[src/rtl/hpd_irq_pkg.sv]
package hpd_irq_pkg;
  localparam int DATA_W  = 32;
  localparam int ADDR_W  = 3;
  localparam int PRE_W   = 4;
  localparam int PRE_LSB = 12;
  localparam int CNT_W   = 8;
  localparam int NUM_SRC = 3;

  localparam int SRC_CORE = 0;
  localparam int SRC_RISE = 1;
  localparam int SRC_FALL = 2;

  localparam logic [PRE_W-1:0] RST_PRE = 4'hA;
  localparam logic [CNT_W-1:0] RST_CNT = 8'hA0;

  typedef enum logic [ADDR_W-1:0] {
    A_FILT = 3'd0,
    A_STAT = 3'd1,
    A_CLR  = 3'd2,
    A_MASK = 3'd3,
    A_LVL  = 3'd4
  } reg_addr_e;

  // Run length actually required; zero behaves as one.
  function automatic logic [CNT_W-1:0] run_needed(input logic [CNT_W-1:0] n);
    return (n == '0) ? CNT_W'(1) : n;
  endfunction

  // True when one more disagreeing sample completes the run.
  function automatic logic run_done(input logic [CNT_W-1:0] cnt,
                                    input logic [CNT_W-1:0] n);
    return ({1'b0, cnt} + (CNT_W+1)'(1)) >= {1'b0, run_needed(n)};
  endfunction
endpackage

[src/rtl/hpd_sync.sv]
module hpd_sync #(
  parameter int STAGES = 2
) (
  input  logic clk_i,
  input  logic rst_ni,
  input  logic d_i,
  output logic q_o
);
  logic [STAGES-1:0] chain;

  always_ff @(posedge clk_i or negedge rst_ni) begin
    if (!rst_ni) chain <= '0;
    else         chain <= {chain[STAGES-2:0], d_i};
  end

  assign q_o = chain[STAGES-1];
endmodule

[src/rtl/hpd_debounce.sv]
module hpd_debounce
  import hpd_irq_pkg::*;
#(
  parameter int PW = PRE_W,
  parameter int CW = CNT_W
) (
  input  logic          clk_i,
  input  logic          rst_ni,
  input  logic          sample_i,
  input  logic [PW-1:0] pre_i,
  input  logic [CW-1:0] need_i,
  output logic          level_o,
  output logic          rise_o,
  output logic          fall_o
);
  logic [PW-1:0] pcnt;
  logic [CW-1:0] run;
  logic          tick;
  logic          differ;
  logic          flip;

  assign tick   = (pcnt >= pre_i);
  assign differ = (sample_i != level_o);
  assign flip   = tick && differ && run_done(CNT_W'(run), CNT_W'(need_i));
  assign rise_o = flip &&  sample_i;
  assign fall_o = flip && !sample_i;

  always_ff @(posedge clk_i or negedge rst_ni) begin
    if (!rst_ni) pcnt <= '0;
    else if (tick) pcnt <= '0;
    else pcnt <= pcnt + PW'(1);
  end

  always_ff @(posedge clk_i or negedge rst_ni) begin
    if (!rst_ni) begin
      run     <= '0;
      level_o <= 1'b0;
    end else if (tick) begin
      if (!differ) begin
        run <= '0;
      end else if (flip) begin
        run     <= '0;
        level_o <= sample_i;
      end else begin
        run <= run + CW'(1);
      end
    end
  end

  assert_hold_between_ticks_R2: assert property (@(posedge clk_i) disable iff (!rst_ni)
    !tick |=> $stable(level_o));
  assert_single_edge_R4: assert property (@(posedge clk_i) disable iff (!rst_ni)
    $onehot0({rise_o, fall_o}));
  assert_rise_raises_level_R4: assert property (@(posedge clk_i) disable iff (!rst_ni)
    rise_o |=> level_o);
  assert_fall_drops_level_R4: assert property (@(posedge clk_i) disable iff (!rst_ni)
    fall_o |=> !level_o);
  assert_level_moves_on_edge_only_R3: assert property (@(posedge clk_i) disable iff (!rst_ni)
    !(rise_o || fall_o) |=> $stable(level_o));
endmodule

[src/rtl/hpd_irq_regs.sv]
module hpd_irq_regs
  import hpd_irq_pkg::*;
#(
  parameter int DW = DATA_W,
  parameter int AW = ADDR_W,
  parameter int NS = NUM_SRC
) (
  input  logic          clk_i,
  input  logic          rst_ni,
  input  logic          wr_en_i,
  input  logic          rd_en_i,
  input  logic [AW-1:0] addr_i,
  input  logic [DW-1:0] wdata_i,
  input  logic [NS-1:0] events_i,
  input  logic          level_i,
  output logic [PRE_W-1:0] pre_o,
  output logic [CNT_W-1:0] need_o,
  output logic [DW-1:0] rdata_o,
  output logic          rvalid_o,
  output logic          irq_o
);
  logic [NS-1:0] status;
  logic [NS-1:0] mask;
  logic [NS-1:0] clr_vec;
  logic [DW-1:0] rd_mux;
  logic          wr_filt, wr_clr, wr_mask;
  wire           unused_wdata = ^{wdata_i[DW-1:PRE_LSB+PRE_W], wdata_i[PRE_LSB-1:CNT_W]};

  assign wr_filt = wr_en_i && (addr_i == AW'(A_FILT));
  assign wr_clr  = wr_en_i && (addr_i == AW'(A_CLR));
  assign wr_mask = wr_en_i && (addr_i == AW'(A_MASK));
  assign clr_vec = wr_clr ? wdata_i[NS-1:0] : '0;

  always_ff @(posedge clk_i or negedge rst_ni) begin
    if (!rst_ni) begin
      pre_o  <= RST_PRE;
      need_o <= RST_CNT;
    end else if (wr_filt) begin
      pre_o  <= wdata_i[PRE_LSB +: PRE_W];
      need_o <= wdata_i[CNT_W-1:0];
    end
  end

  always_ff @(posedge clk_i or negedge rst_ni) begin
    if (!rst_ni) status <= '0;
    else         status <= (status & ~clr_vec) | events_i;
  end

  always_ff @(posedge clk_i or negedge rst_ni) begin
    if (!rst_ni)      mask <= '0;
    else if (wr_mask) mask <= wdata_i[NS-1:0];
  end

  always_ff @(posedge clk_i or negedge rst_ni) begin
    if (!rst_ni) irq_o <= 1'b0;
    else         irq_o <= |(status & mask);
  end

  always_comb begin
    rd_mux = '0;
    case (addr_i)
      AW'(A_FILT): begin
        rd_mux[PRE_LSB +: PRE_W] = pre_o;
        rd_mux[CNT_W-1:0]        = need_o;
      end
      AW'(A_STAT): rd_mux[NS-1:0] = status;
      AW'(A_MASK): rd_mux[NS-1:0] = mask;
      AW'(A_LVL):  rd_mux[0]      = level_i;
      default:     rd_mux         = '0;
    endcase
  end

  always_ff @(posedge clk_i or negedge rst_ni) begin
    if (!rst_ni) begin
      rdata_o  <= '0;
      rvalid_o <= 1'b0;
    end else begin
      rvalid_o <= rd_en_i;
      if (rd_en_i) rdata_o <= rd_mux;
    end
  end

  assert_sticky_R4: assert property (@(posedge clk_i) disable iff (!rst_ni)
    1'b1 |=> ((status & $past(status & ~clr_vec)) == $past(status & ~clr_vec)));
  assert_event_wins_R7: assert property (@(posedge clk_i) disable iff (!rst_ni)
    (|events_i) |=> ((status & $past(events_i)) == $past(events_i)));
  assert_clear_R6: assert property (@(posedge clk_i) disable iff (!rst_ni)
    wr_clr |=> ((status & $past(clr_vec & ~events_i)) == '0));
  assert_irq_gated_R8: assert property (@(posedge clk_i) disable iff (!rst_ni)
    ((status & mask) == '0) |=> !irq_o);
  assert_irq_raised_R8: assert property (@(posedge clk_i) disable iff (!rst_ni)
    (|(status & mask)) |=> irq_o);
  assert_rvalid_R10: assert property (@(posedge clk_i) disable iff (!rst_ni)
    rd_en_i |=> rvalid_o);
endmodule

[src/rtl/hpd_irq_unit.sv]
module hpd_irq_unit
  import hpd_irq_pkg::*;
#(
  parameter int SYNC_STAGES = 2
) (
  input  logic              clk_i,
  input  logic              rst_ni,
  input  logic              hpd_i,
  input  logic              core_irq_i,
  input  logic              wr_en_i,
  input  logic              rd_en_i,
  input  logic [ADDR_W-1:0] addr_i,
  input  logic [DATA_W-1:0] wdata_i,
  output logic [DATA_W-1:0] rdata_o,
  output logic              rvalid_o,
  output logic              irq_o
);
  logic               hpd_sampled;
  logic               hpd_level;
  logic               hpd_rise;
  logic               hpd_fall;
  logic [PRE_W-1:0]   cfg_pre;
  logic [CNT_W-1:0]   cfg_need;
  logic [NUM_SRC-1:0] src_events;

  hpd_sync #(.STAGES(SYNC_STAGES)) u_sync (
    .clk_i (clk_i),
    .rst_ni(rst_ni),
    .d_i   (hpd_i),
    .q_o   (hpd_sampled)
  );

  hpd_debounce #(.PW(PRE_W), .CW(CNT_W)) u_filt (
    .clk_i   (clk_i),
    .rst_ni  (rst_ni),
    .sample_i(hpd_sampled),
    .pre_i   (cfg_pre),
    .need_i  (cfg_need),
    .level_o (hpd_level),
    .rise_o  (hpd_rise),
    .fall_o  (hpd_fall)
  );

  always_comb begin
    src_events           = '0;
    src_events[SRC_CORE] = core_irq_i;
    src_events[SRC_RISE] = hpd_rise;
    src_events[SRC_FALL] = hpd_fall;
  end

  hpd_irq_regs #(.DW(DATA_W), .AW(ADDR_W), .NS(NUM_SRC)) u_regs (
    .clk_i   (clk_i),
    .rst_ni  (rst_ni),
    .wr_en_i (wr_en_i),
    .rd_en_i (rd_en_i),
    .addr_i  (addr_i),
    .wdata_i (wdata_i),
    .events_i(src_events),
    .level_i (hpd_level),
    .pre_o   (cfg_pre),
    .need_o  (cfg_need),
    .rdata_o (rdata_o),
    .rvalid_o(rvalid_o),
    .irq_o   (irq_o)
  );
endmodule

[config.mk]
export PLATFORM = sky130hd
export DESIGN_NAME = hpd_irq_unit
export DESIGN_NICKNAME = d
export VERILOG_FILES = /design/src/rtl/hpd_irq_pkg.sv /design/src/rtl/hpd_sync.sv /design/src/rtl/hpd_debounce.sv /design/src/rtl/hpd_irq_regs.sv /design/src/rtl/hpd_irq_unit.sv
export SDC_FILE = /design/constraint.sdc
export NUM_CORES = 1
export LEC_CHECK = 0
export CAP_MARGIN = 5
export CORE_MARGIN = 2
export CORE_UTILIZATION = 35
export CTS_BUF_LIST = sky130_fd_sc_hd__clkbuf_16
export CTS_CLUSTER_DIAMETER = 30
export DETAILED_ROUTE_END_ITERATION = 7
export GPL_ROUTABILITY_DRIVEN = 0
export GPL_TIMING_DRIVEN = 0
export PLACE_DENSITY = 0.66
export SLEW_MARGIN = 20
export SYNTH_ARGS = -nofsm -noshare
export SYNTH_HDL_FRONTEND = slang
export SYNTH_SLANG_ARGS = --single-unit
[constraint.sdc]
create_clock -name clk_i -period 2.9 [get_ports clk_i]
set_input_delay 0.87 -clock clk_i [delete_from_list [all_inputs] [get_ports clk_i]]
set_output_delay 0.87 -clock clk_i [all_outputs]
set_load 0.02 [all_outputs]
# Word level (Yosys, flattened, before mapping)
# Index checks and enable logic that the tools add are counted.
op_classes:
  mux: 9
  n_reduce_logical: 12
  n_lt_le_gt_ge: 2
  n_eq_ne: 5
  bitwise: 4
  n_addsub: 3
ops:
  columns: ["op", "n"]
  rows:
  - ["$mux W8", 3]
  - ["$add A8 B1 Y9 const B", 1]
  - ["$ge A9 B8 Y1", 1]
  - ["$add A8 B1 Y8 const B", 1]
  - ["$logic_not A8 Y1", 1]
  - ["$mux W4", 2]
  - ["$logic_and A1 B1 Y1", 7]
  - ["$and A3 B3 Y3", 2]
  - ["$eq A3 B2 Y1 const B", 2]
  - ["$pmux W2 S3", 1]
  - ["$mux W5", 1]
  - ["$add A4 B1 Y4 const B", 1]
  - ["$ge A4 B4 Y1", 1]
  - ["$pmux W1 S4", 1]
  - ["$eq A3 B1 Y1 const B", 1]
  - ["$eq A3 B3 Y1 const B", 1]
  - ["$logic_not A3 Y1", 1]
  - ["$mux W3", 1]
  - ["$not A3 Y3", 1]
  - ["$or A3 B3 Y3", 1]
  - ["$reduce_and A3 Y1", 1]
  - ["$reduce_or A3 Y1", 1]
  - ["$logic_not A1 Y1", 1]
  - ["$ne A1 B1 Y1", 1]
word_totals:
  out_inout_bits: 34
  input_bits: 41
  wordCells: 46
  reg_bits: 47

# Logic depth before layout (Yosys ltp)
# Gate-level depths: netlist of run 1.
logic_depth:
  word_depth: 6
  ltp_mapped: 10
  mapped_depth_nobuf: 10

# Modules after synthesis
# A second synthesis of run 1 with hierarchy kept.
hier_totals:
  cells_unflattened: 223
  area_unflattened_um2: 2556.2
by_module_without_submodules:
  columns: ["module", "area_per_inst_um2", "n_inst", "cells_each", "seq_area_each_um2"]
  rows:
  - ["hpd_irq_regs", 1481.4, 1, 105, 805.8]
  - ["hpd_debounce", 1024.7, 1, 116, 325.3]
  - ["hpd_sync", 50.0, 1, 2, 50.0]

# Least setup slack after synthesis of run 1
# Ideal clock, no wire load.
synth_timing:
  kind: "reg2reg"
  from: "register u_filt.run[0]"
  to: "register u_regs.status[1]"
  required_ns: 2.779
  period_less_slack_ns: 2.597
  setup_slack_ns: 0.303
  setup_ns: 0.121
  path_stages_with_launch: 11
  arrival_ns: 2.476
  path_cell_list: "dfrtp_1 > and4_1 > nand2_1 > and2_1 > or2_2 > ha_1 > and3_4 > a221o_1 > a41oi_2 > a21oi_2 > a32o_2"
synth_via:
  elab_chain_cells: 5
synth_lines:
  columns: ["element", "line", "text"]
  rows:
  - ["start, declared", "hpd_debounce.sv:17", "logic [CW-1:0] run;"]
  - ["start signal, assigned", "hpd_debounce.sv:45", "run <= run + CW'(1);"]
  - ["$add A8 B1 Y9", "hpd_irq_pkg.sv:32", "return ({1'b0, cnt} + (CNT_W+1)'(1)) >= {1'b0, run_needed(n)};"]
  - ["$ge A9 B8 Y1", "hpd_irq_pkg.sv:32", null]
  - ["$logic_and A1 B1 Y1", "hpd_debounce.sv:24", "assign flip = tick && differ && run_done(CNT_W'(run), CNT_W'(need_i));"]
  - ["$logic_and A1 B1 Y1", "hpd_debounce.sv:25", "assign rise_o = flip && sample_i;"]
  - ["$or A3 B3 Y3", "hpd_irq_regs.sv:46", "else status <= (status & ~clr_vec) | events_i;"]
  - ["end signal, assigned", "hpd_irq_regs.sv:46", null]
  - ["end, declared", "hpd_irq_regs.sv:22", "logic [NS-1:0] status;"]
# Every way passes these cells.
# A chain may end at the register's enable or synchronous reset.

# Worst setup path after layout of run 1
# Same ends and word-level chain as after synthesis.

==> qor.yml, run 1 <==
grt_usage: 0.133
tightestPinTransition_ps: 885
final_layout_size_suffix_gt1_frac: 0.165
hpwlAfterDp_microns: 3760
antenna_found_initial: 0
leakage_nw: 1.51
p_sw_frac: 0.317
ant_nets: 0
outcome: "complete, no violations"
rsz0062_at_grt: "false"
port_buffers: 33
crit_path_max_fanout: 6
die_x_microns: 88.3
viasPerCell: 4.44
synth_top_area_cell: "dfrtp_1"
grt_max_degree: 28
syn_inst: 261
place_area_sq_um: 3020
synthArstFlopShare: 1.00
cts_tree: "done"
grt_pass1_wl_microns: 8080
post_drt_wl_per_cell_microns: 11.7
cp-start-kind: "register"
final_max_slew_viol_count: 0
core_sq_um: 6830
area_growth_syn_to_layout_pct: 29.7
hold_path_class: "register to register"
synth_edf_count: 0
h-tree-depth: 2
clkLatencyLatePin_ps: 280
p_clk_frac: 0.308
finalWorstSetupSlack_ps: 120
finalCritPeriodShare: 0.959
firstDrtPassIters: 5
dr_total_vias: 1855
ir_drop_v: 0.000293
clock-sinks: 47
p_seq_frac: 0.388
p_int_mw: 1.60
root_buffer: "clkbuf_16"
grt_pass1_vias: 1772
diodes: 0
synthTopCellsByCount: "43 x dfrtp_1, 41 x nand2_1, 27 x inv_1"
die_h_microns: 88.3
max_freq_mhz: 360
rows: 30
drtIter0Drc: 85
cts.repair_timing.setup_buffer_count: 0
cts_buffer_depth: 2
end_kind: "register"
gr-total-overflow: 0
r2r_cells: 10
final-hold-violation-count: 0
slew-limit-headroom: 0.410
p_switching_uw: 741
period_minus_slack_ps: 2780
routed_wl_microns: 4880
ys_warn_count: 0
fin_worst_skew_ps: 4.79
comb_power_share: 0.304
yosysSeqAreaShare: 0.475
clk_pin_slew_ps: 60
final_nets: 376
drc: 0
hold_buffers: 0
cts-buffers-inserted: 5
stdcell_area_sq_um: 3220
setup_viol: 0
cp_data_required_time_ps: 3070
io_pins: 75
initial_core_util: 0.364
ys_types: 43
cap_violations: 0
pwr_density_cell_nw_per_um2: 726
p_total_mw: 2.34
synth_area_per_cell_sq_um: 9.52
netlist.area_leader.share: 0.433
arrival_ps: 2950
place_ws_ps: 72.4
die_area_sq_um: 7790
critical_path_class: "register to register"
synthFlopType: "dfrtp_1"
ys_seq_elements: 47
hold_path_depth: 0
tns_ps: 0
syn_area_sq_um: 2480
synth_top_cells_by_area: "dfrtp_1 43%, ha_1 7.0%, nand2_1 6.2%"
yosysMostFrequentCell: "dfrtp_1"
[what timing repair did]
item,CTS,global route
resized for setup,0,2
setup endpoints to repair,0,8
hold endpoints to repair,0,0
[worst paths after layout]
| kind | start | to | slack, ps |
|---|---|---|---|
| setup reg to reg | u_filt.run[0] | u_regs.status[1] | 120 |
| min in group asynchronous | rst_ni | u_regs.rdata_o[4] | 540 |
| max in group asynchronous | rst_ni | u_regs.pre_o[1] | 1780 |
| hold reg to reg | u_sync.chain[0] | u_sync.chain[1] | 350 |
| hold / removal | u_sync.chain[0] | u_sync.chain[1] | 350 |
| setup / recovery | u_filt.run[0] | u_regs.status[1] | 120 |
[cell type report]
cell class                      instances  area [sq um]
Clock buffer                            5           125
Multi-Input combinational cell        179          1100
Tap cell                               96           120
Inverter                               27           101
Buffer                                 27           180
Clock inverter                          3          63.8
Sequential cell                        47          1180
Timing Repair Buffer                   34           345
Fill cell                             667          3610
[cell families (layout without fill, tap and decap cells)]
family | Yosys count | count (layout) | share of synthesized area
simple gates | 77 | 77 | 0.147
compound gates | 54 | 54 | 0.137
buf+inv | 54 | 96 | 0.113
flops | 47 | 47 | 0.475
fa+ha+maj | 14 | 14 | 0.0705
mux | 8 | 8 | 0.0347
xor+xnor | 6 | 6 | 0.0212
other cells | 1 | 20 | 0.00151
[layer usage]
| layer | track usage | up-vias | share of wire |
|---|---|---|---|
| met5 | 0 | - | 0 |
| met4 | 0.0372 | 0 | 0.013 |
| met3 | 0.0354 | 6 | 0.047 |
| met2 | 0.236 | 39 | 0.50 |
| met1 | 0.158 | 853 | 0.44 |
| li1 | - | 957 | - |
[state kept, by name, summed over array words and instances (netlist names), 2 cells and up]
signal and cells:
u_sync.chain 2, u_regs.mask 3, u_regs.rdata_o 12, u_filt.pcnt 4, u_regs.need_o 8, u_filt.run 8
u_regs.status 3, u_regs.pre_o 4
[worst max-delay path: stages (launching register included)]
cell	delay, ps
dfrtp_2	420
and4_1	230
nand2_1	70
and2_1	170
or2_2	300
ha_1	290
and3_4	170
a221o_1	370
a41oi_4	260
a21oi_2	120
a32o_2	270
[cell usage in the layout (no fill, tap or decap), types with 5 or more instances in the layout]
| cell | instances |
|---|---|
| inv_1 | 28 |
| buf_4 | 20 |
| o21ai_1 | 8 |
| mux2_2 | 5 |
| nand2_1 | 41 |
| conb_1 | 20 |
| o21ai_0 | 23 |
| dfrtp_1 | 42 |
| nor2_1 | 9 |
| a21oi_1 | 5 |
| ha_1 | 14 |
| clkbuf_16 | 5 |
| clkdlybuf4s50_1 | 32 |
[metrics by stage]
| step | std cells | utilization | hold WS, ps |
|---|---|---|---|
| final | 418 | 0.472 | 348 |
| after global routing | 418 | 0.472 | 363 |
| after CTS | 418 | 0.470 | 350 |
| after detailed placement | 410 | 0.442 | 336 |
| after global placement | 409 | 0.440 | 332 |
| after floorplan | 280 | - | 331 |
[power groups by stage]
stage / sequential (mW) / clock [mW] / combinational (mW)
final: 0.907 / 0.720 / 0.712
after global routing: 0.925 / 0.764 / 0.814
after CTS: 0.905 / 0.735 / 0.703
after detailed placement: 0.917 / 0 / 0.697
after global placement: 0.910 / 0 / 0.682
after floorplan: 0.911 / 0 / 0.480
No activity file was read; power rests on OpenSTA's default activity.
==> run 2: changes to the inputs <==
--- a/config.mk
+++ b/config.mk
@@ -13,7 +13,9 @@
 export DETAILED_ROUTE_END_ITERATION = 7
 export GPL_ROUTABILITY_DRIVEN = 0
 export GPL_TIMING_DRIVEN = 0
+export HOLD_SLACK_MARGIN = 0.03
 export PLACE_DENSITY = 0.66
+export RECOVER_POWER = 50
 export SLEW_MARGIN = 20
 export SYNTH_ARGS = -nofsm -noshare
 export SYNTH_HDL_FRONTEND = slang
==> qor.yml, run 2 (synthesis results as in run 1) <==
dr_total_vias: 1854  # -0.054%
final_max_slew_viol_count: 0  # unchanged
ir_drop_v: 0.000293  # about the same
cts_tree: "done"
p_total_mw: 2.33  # -0.25%
reg_top3: "u_regs.rdata_o: 12 flops, u_filt.run: 8 flops, u_regs.need_o: 8 flops"
hold_buffers: 0  # unchanged
final_util: 0.469  # -0.00275
path_delay_family: "compound AO/OA/AOI/OAI gates"
port_buffers: 33  # unchanged
outcome: "complete, no violations"
pwr_density_cell_nw_per_um2: 728  # +0.33%
firstDrtPassIters: 5  # unchanged
routed.top_layer: "met4"
rsz0062_at_grt: "false"
tightestPinTransition_ps: 1100  # +213 ps
stdcell_area_sq_um: 3200  # -0.58%
gr-total-overflow: 0  # unchanged
slew-limit-headroom: 0.268  # -0.142
antenna_found_initial: 0  # unchanged
rows: 30  # unchanged
cap_violations: 0  # unchanged
wl_met1_microns: 2140  # +0.19%
cp-start-kind: "register"
arrival_ps: 2950  # about the same
cts-buffers-inserted: 5  # unchanged
grt_max_degree: 28  # unchanged
clk_pin_slew_ps: 60  # about the same
end_kind: "register"
critPathMaxStageDelay_ps: 420  # about the same
clock-sinks: 47  # unchanged
grt_pass1_vias: 1772  # unchanged
wl_met2_microns: 2450  # about the same
area_growth_syn_to_layout_pct: 29.0
drtIter0Drc: 76  # -11%
cts_buffer_depth: 2  # unchanged
critical_path.cell_chain: "and4_1 > nand2_1 > and2_1 > or2_2 > ha_1 > and3_4 > a221o_1 > a41oi_4 > a21oi_2 > a32o_2"
grt_pass1_wl_microns: 8080  # unchanged
slowest_stage: "dfrtp_2"
diodes: 0  # unchanged
place_area_sq_um: 3020  # unchanged
fin_worst_skew_ps: 4.80  # +0.0187 ps
period_minus_slack_ps: 2780  # +1.06 ps
grt_usage: 0.133  # unchanged
core_sq_um: 6830  # unchanged
io_pins: 75  # unchanged
clkLatencyLatePin_ps: 280  # about the same
crit_path_max_fanout: 6  # unchanged
viasPerCell: 4.44  # about the same
root_buffer: "clkbuf_16"
final_layout_size_suffix_gt1_frac: 0.155  # -0.00932
drc: 0  # unchanged
max_freq_mhz: 360  # about the same
final_cell_mix: "42 x dfrtp_1, 41 x nand2_1, 30 x clkdlybuf4s50_1"
regMostFlops: "u_regs.rdata_o"
critical_path_class: "register to register"
hold_path_class: "register to register"
ant_nets: 0  # unchanged
setup_viol: 0  # unchanged
die_area_sq_um: 7790  # unchanged
leakage_nw: 1.50  # -0.81%
cp_num_buf_inv: 0  # unchanged
final_common_cell: "dfrtp_1"
wl_met3_microns: 226  # -0.44%
cts_resized: 0  # unchanged
reg2reg_slack_ps: 120  # about the same
cp_data_required_time_ps: 3070  # about the same
cts.repair_timing.setup_buffer_count: 0  # unchanged
hpwlAfterDp_microns: 3760  # unchanged
routed_wl_microns: 4880  # about the same
die_h_microns: 88.3  # unchanged
finalCritPeriodShare: 0.959  # about the same
h-tree-depth: 2  # unchanged
post_drt_wl_per_cell_microns: 11.7  # about the same
largest_register_ffs: 12  # unchanged
final-hold-violation-count: 0  # unchanged
initial_core_util: 0.364  # unchanged
final_nets: 376  # unchanged
die_x_microns: 88.3  # unchanged
==> run 2: cell count changes in the layout (fill, tap and decap cells not counted), sizes merged <==
cell / before / now
clkbuf: 9 / 13
buf: 25 / 21
clkdlybuf4s50: 32 / 30
dlygate4sd3: 0 / 2
==> run 2: final cells by class <==
class	instances	area [sq um]
buffer	27	178
clock buffer	5	125
clock inverter	3	63.8
fill	666	3630
inverter	27	101
multi-input combinational	179	1100
sequential	47	1180
tap	96	120
timing repair buffer	34	329
==> run 2: stage by stage <==
stage | setup TNS (ps) | setup slack [ps] | hold slack [ps] | std cells
after floorplan | 0 | 303 | 331 | 280
after global placement | -14230 | -334 | 332 | 409
final | 0 | 119 | 348 | 418
after detailed placement | 0 | 72.4 | 336 | 410
after global routing | 0 | 3.89 | 363 | 418
after CTS | 0 | 36.8 | 350 | 418
==> run 2: worst paths after layout <==
path	from	cells after the start	to
setup / recovery	u_filt.run[0]	10	u_regs.status[1]
min in group asynchronous	rst_ni	1	u_regs.rdata_o[4]
hold reg to reg	u_sync.chain[0]	0	u_sync.chain[1]
hold / removal	u_sync.chain[0]	0	u_sync.chain[1]
setup reg to reg	u_filt.run[0]	10	u_regs.status[1]
max in group asynchronous	rst_ni	2	u_sync.chain[1]
==> run 2: power breakdown <==
part | internal [mW] | switching, mW
clock | 0.490 | 0.230
combinational | 0.305 | 0.401
sequential | 0.796 | 0.110
==> run 2: per-layer routing <==
layer / up-vias / global-route usage
li1: 956 / -
met1: 853 / 0.158
met2: 39 / 0.236
met3: 6 / 0.0354
met4: 0 / 0.0372
met5: - / 0
